**config.mk**
```make
export PLATFORM = sky130hd
export DESIGN_NAME = msi_doorbell_frame
export DESIGN_NICKNAME = d
export VERILOG_FILES = /design/src/rtl/msi_doorbell_pkg.sv /design/src/rtl/msi_doorbell_ctrl.sv /design/src/rtl/msi_doorbell_dp.sv /design/src/rtl/msi_doorbell_frame.sv
export SDC_FILE = /design/constraint.sdc
export NUM_CORES = 1
export LEC_CHECK = 0
export ABC_CLOCK_PERIOD_IN_PS = 1000
export BUFFER_PORTS_ARGS = -buffer_cell sky130_fd_sc_hd__buf_2
export CAP_MARGIN = 10
export CORE_MARGIN = 3
export CORE_UTILIZATION = 30
export DETAILED_ROUTE_END_ITERATION = 10
export GPL_TIMING_DRIVEN = 0
export REMOVE_ABC_BUFFERS = 1
export SLEW_MARGIN = 20
export SYNTH_ARGS = -nofsm -noshare
export SYNTH_HDL_FRONTEND = slang
export SYNTH_SLANG_ARGS = --single-unit
```
**constraint.sdc**
```tcl
create_clock -name clk -period 1 [get_ports clk]
set_input_delay 0.05 -clock clk [delete_from_list [all_inputs] [get_ports clk]]
set_output_delay 0.05 -clock clk [all_outputs]
set_load 0.01 [all_outputs]
```
**src/rtl/msi_doorbell_pkg.sv**
```systemverilog
package msi_doorbell_pkg;
  localparam int DATA_W = 32;
  localparam int ID_W   = 10;
  localparam logic [11:0] TYPE_OFS = 12'h008;
  localparam logic [11:0] RING_OFS = 12'h040;

  typedef struct packed {
    logic            fire;
    logic [ID_W-1:0] id;
    logic            miss;
    logic            rdType;
  } strobe_t;
endpackage

```
**src/rtl/msi_doorbell_ctrl.sv**
```systemverilog
module msi_doorbell_ctrl
  import msi_doorbell_pkg::*;
#(
  parameter int SPI_BASE  = 64,
  parameter int SPI_COUNT = 16,
  parameter int ADDR_W    = 12
) (
  input  logic              busWrEn,
  input  logic              busRdEn,
  input  logic [ADDR_W-1:0] busAddr,
  input  logic [DATA_W-1:0] busWrData,
  output strobe_t           strb
);
  localparam logic [DATA_W-1:0] LO_ID = DATA_W'(SPI_BASE);
  localparam logic [DATA_W-1:0] HI_ID = DATA_W'(SPI_BASE + SPI_COUNT);

  logic isRing;
  logic isType;
  logic inRange;
  logic [DATA_W-1:0] offsetId;

  always_comb begin
    isRing   = (busAddr == ADDR_W'(RING_OFS));
    isType   = (busAddr == ADDR_W'(TYPE_OFS));
    inRange  = (busWrData >= LO_ID) && (busWrData < HI_ID);
    offsetId = busWrData - LO_ID;

    strb.fire   = busWrEn && isRing && inRange;
    strb.miss   = busWrEn && isRing && !inRange;
    strb.id     = ID_W'(offsetId);
    strb.rdType = busRdEn && isType;
  end
endmodule

```
**src/rtl/msi_doorbell_dp.sv**
```systemverilog
module msi_doorbell_dp
  import msi_doorbell_pkg::*;
#(
  parameter int SPI_BASE  = 64,
  parameter int SPI_COUNT = 16
) (
  input  logic                 clk,
  input  logic                 rstN,
  input  strobe_t              strb,
  output logic [SPI_COUNT-1:0] spiPulse,
  output logic                 errFlag,
  output logic [DATA_W-1:0]    busRdData
);
  localparam logic [DATA_W-1:0] TYPE_WORD =
    {6'd0, ID_W'(SPI_BASE), 6'd0, ID_W'(SPI_COUNT)};

  logic [SPI_COUNT-1:0] pulseQ;
  logic                 errQ;
  logic [DATA_W-1:0]    rdQ;

  for (genvar g = 0; g < SPI_COUNT; g++) begin : g_line
    always_ff @(posedge clk or negedge rstN) begin
      if (!rstN) pulseQ[g] <= 1'b0;
      else       pulseQ[g] <= strb.fire && (strb.id == ID_W'(g));
    end
  end

  always_ff @(posedge clk or negedge rstN) begin
    if (!rstN) begin
      errQ <= 1'b0;
      rdQ  <= '0;
    end else begin
      errQ <= errQ || strb.miss;
      rdQ  <= strb.rdType ? TYPE_WORD : '0;
    end
  end

  assign spiPulse  = pulseQ;
  assign errFlag   = errQ;
  assign busRdData = rdQ;
endmodule

```
**src/rtl/msi_doorbell_frame.sv**
```systemverilog
module msi_doorbell_frame
  import msi_doorbell_pkg::*;
#(
  parameter int SPI_BASE  = 64,
  parameter int SPI_COUNT = 16,
  parameter int ADDR_W    = 12
) (
  input  logic                 clk,
  input  logic                 rstN,
  input  logic                 busWrEn,
  input  logic                 busRdEn,
  input  logic [ADDR_W-1:0]    busAddr,
  input  logic [31:0]          busWrData,
  output logic [31:0]          busRdData,
  output logic [SPI_COUNT-1:0] spiPulse,
  output logic                 errFlag
);
  strobe_t strb;

  msi_doorbell_ctrl #(
    .SPI_BASE (SPI_BASE),
    .SPI_COUNT(SPI_COUNT),
    .ADDR_W   (ADDR_W)
  ) u_ctrl (
    .busWrEn  (busWrEn),
    .busRdEn  (busRdEn),
    .busAddr  (busAddr),
    .busWrData(busWrData),
    .strb     (strb)
  );

  msi_doorbell_dp #(
    .SPI_BASE (SPI_BASE),
    .SPI_COUNT(SPI_COUNT)
  ) u_dp (
    .clk      (clk),
    .rstN     (rstN),
    .strb     (strb),
    .spiPulse (spiPulse),
    .errFlag  (errFlag),
    .busRdData(busRdData)
  );
endmodule

```
==> out/metrics.csv <==
stage,metric,value,unit
critical_path,worstPathArrival,1.12,ns
critical_path,crit_path_start_kind,input pin,
grt,grt_pass1_vias,1097,
drt,ant_nets,0,
place,numPortBuffers,66,
drt,wire_per_inst,12.9,um
logic_synthesis,synth_cell_types,30,
grt,grt_pass1_wl,5200,um
grt,grt_overflow,0,
sta,fin_setup_tns,0,ns
sta,min_period,0.966,ns
drt,vias,1222,
cts,cts_buffer_depth,2,
cts,clockRootBuffer,clkbuf_8,
logic_synthesis,synthCells,137,
critical_path,crit_top_cell,nor4_2,
power,cellLeakagePower,0.866,nW
floorplan,core-area,4530,um2
logic_synthesis,synth_edf_count,0,
layout,final_cell_mix,"66 x buf_2, 30 x conb_1, 20 x nor4_2",
layout,antenna_cells,0,
logic_synthesis,synthFlopType,dfrtp_1,
logic_synthesis,syn_area,1460,um2
power,p_total,1.65,mW
layout,final_common_cell,buf_2,
layout,drive_gt1_frac,0.527,
sta,finalClockSkew,0,ns
place,routabilityCongestion,0.730,
critical_path,worstSetupEndpointType,flip-flop,
critical_path,cpPeakStageDelay,0.36,ns
layout,finalNonFillerCells,268,
place,detailed_place_hpwl,2620,um
grt,grt_max_degree,19,
cts,cts_buffers,3,
layout,final_util,0.425,
cts,worst_skew_pair.late_latency,0.25,ns
cts,clkSlewWorstSetupHoldPaths,0.07,ns
run_status,outcome,"finished, final reports clean",
floorplan,rows,24,
cts,cts_tree,built,
critical_path,critical_path_class,in -> reg,
critical_path,path_max_fanout,16,
critical_path,worstPathRequired,1.15,ns
critical_path,path_cells,"buf_2, nor4_2, nand4_4, buf_12, nor4_2",
drt,drtIter0Drc,60,
layout,synthToLayoutAreaGrowth,31.6,%
floorplan,die_w,75.9,um
floorplan,start_util,0.323,
cts,clock-sinks,18,
power,power_density,857,nW/um2
sta,timing.final.crit_share,0.966,
grt,grt_use_total,0.115,
sta,max_clock_freq,1040,MHz
drt,drc,0,
drt,viasPerCell,4.56,
floorplan,die-area,5750,um2
layout,fin_nets,252,
logic_synthesis,async_reset_ff_frac,1.00,
cts,cts_max_level,1,
power,irDropWorstVdd,0.393,mV
logic_synthesis,synth-warning-count,0,
floorplan,boundaryPins,97,
sta,setup_viol,0,
drt,drt_wl_total,3450,um
sta,hold_viol,0,
sta,rsz0062_at_grt,yes,
critical_path,cpMaxStageDelayCell,nor4_2,
logic_synthesis,synth_area_per_cell,10.7,um2
logic_synthesis,ys_seq_elements,18,
run,max_cap_violations,0,
sta,maxSlewViolCount,0,
grt,antenna_found_initial,0,
place,place_inst,255,
logic_synthesis,ys_seq_area_frac,0.308,
floorplan,die_h,75.9,um
hold_path,min_path_type,in -> reg,
drt,firstDrtPassIters,4,
[state kept, by name, summed over array words and instances (netlist names)]
name and count:
u_dp.busRdData 1, u_dp.errFlag 1, u_dp.spiPulse 16
[path summary, 6_finish.rpt]
check	end	from	cells past startpoint	slack, ns
max	u_dp.spiPulse[2]$_DFF_PN0_	busWrData[11]	5	0.03
min	u_dp.busRdData[4]$_DFF_PN0_	busRdEn	3	0.02
max reg2reg	u_dp.errFlag$_DFF_PN0_	u_dp.errFlag$_DFF_PN0_	2	0.15
min reg2reg	u_dp.errFlag$_DFF_PN0_	u_dp.errFlag$_DFF_PN0_	2	0.60
max in group asynchronous	u_dp.spiPulse[6]$_DFF_PN0_	rstN	2	0.47
min in group asynchronous	u_dp.spiPulse[0]$_DFF_PN0_	rstN	2	0.26
[power by group]
| group | switching, mW | total [mW] | internal [mW] |
|---|---|---|---|
| registers | 0.000238 | 0.728 | 0.728 |
| clock network | 0.234 | 0.583 | 0.349 |
| logic | 0.211 | 0.340 | 0.129 |
| total | 0.444 | 1.65 | 1.21 |
[metrics by stage]
stage	hold slack (ns)	worst slack, ns	area (um2)
6_report	0.0220	0.0340	1930
5_1_grt	0.0388	-0.0534	1930
4_1_cts	0.0142	0.00110	1870
3_5_place_dp	-0.00281	-0.556	1690
3_3_place_gp	-0.00731	-0.507	1690
2_1_floorplan	-0.246	-0.157	1280
[area by class of cell]
cell class	instances	area (um2)
inverters	1	3.75
flip-flops and latches	18	450
repair buffers	75	440
multi-input cells	105	896
clock buffers	4	55.1
well taps	65	81.3
fillers	445	2610
[kinds of logic after synthesis]
kind of cell	count (synthesis)	synth area share
simple gates	56	0.385
buf+inv	43	0.203
compound gates	19	0.102
flops	18	0.308
other cells	1	0.00256
[worst max-delay path: cells and delay by family]
family | cells | cell delay (ns)
buffers and inverters | 2 | 0.30
AND/OR/NAND/NOR | 3 | 0.77
[cell usage after synthesis, drive strengths merged (2+ instances only)]
| cell | instances | area (um2) |
|---|---|---|
| nor4b | 6 | 58.8 |
| nor4bb | 6 | 60.1 |
| nor4 | 28 | 299 |
| nand4 | 3 | 40.0 |
| dfrtp | 18 | 450 |
| clkbuf | 5 | 18.8 |
| and4b | 4 | 40.0 |
| nand3 | 2 | 15.0 |
| buf | 37 | 274 |
| o211ai | 16 | 120 |
[per-layer routing]
metal / up-vias / wire [um] / GRT usage
met3: 2 / 181 / 0.0119
met1: 570 / 1320 / 0.129
met2: 38 / 1920 / 0.225
met5: - / 0 / 0
li1: 612 / - / -
met4: 0 / 22 / 0.0350
[repair_timing]
action,CTS,global route
pin swaps,4,1
hold buffers,2,0
buffers inserted,5,2
gates resized for setup,5,5
setup endpoints to repair,16,15
endpoints found under the hold margin,19,0
(Power assumes the default switching activity.)
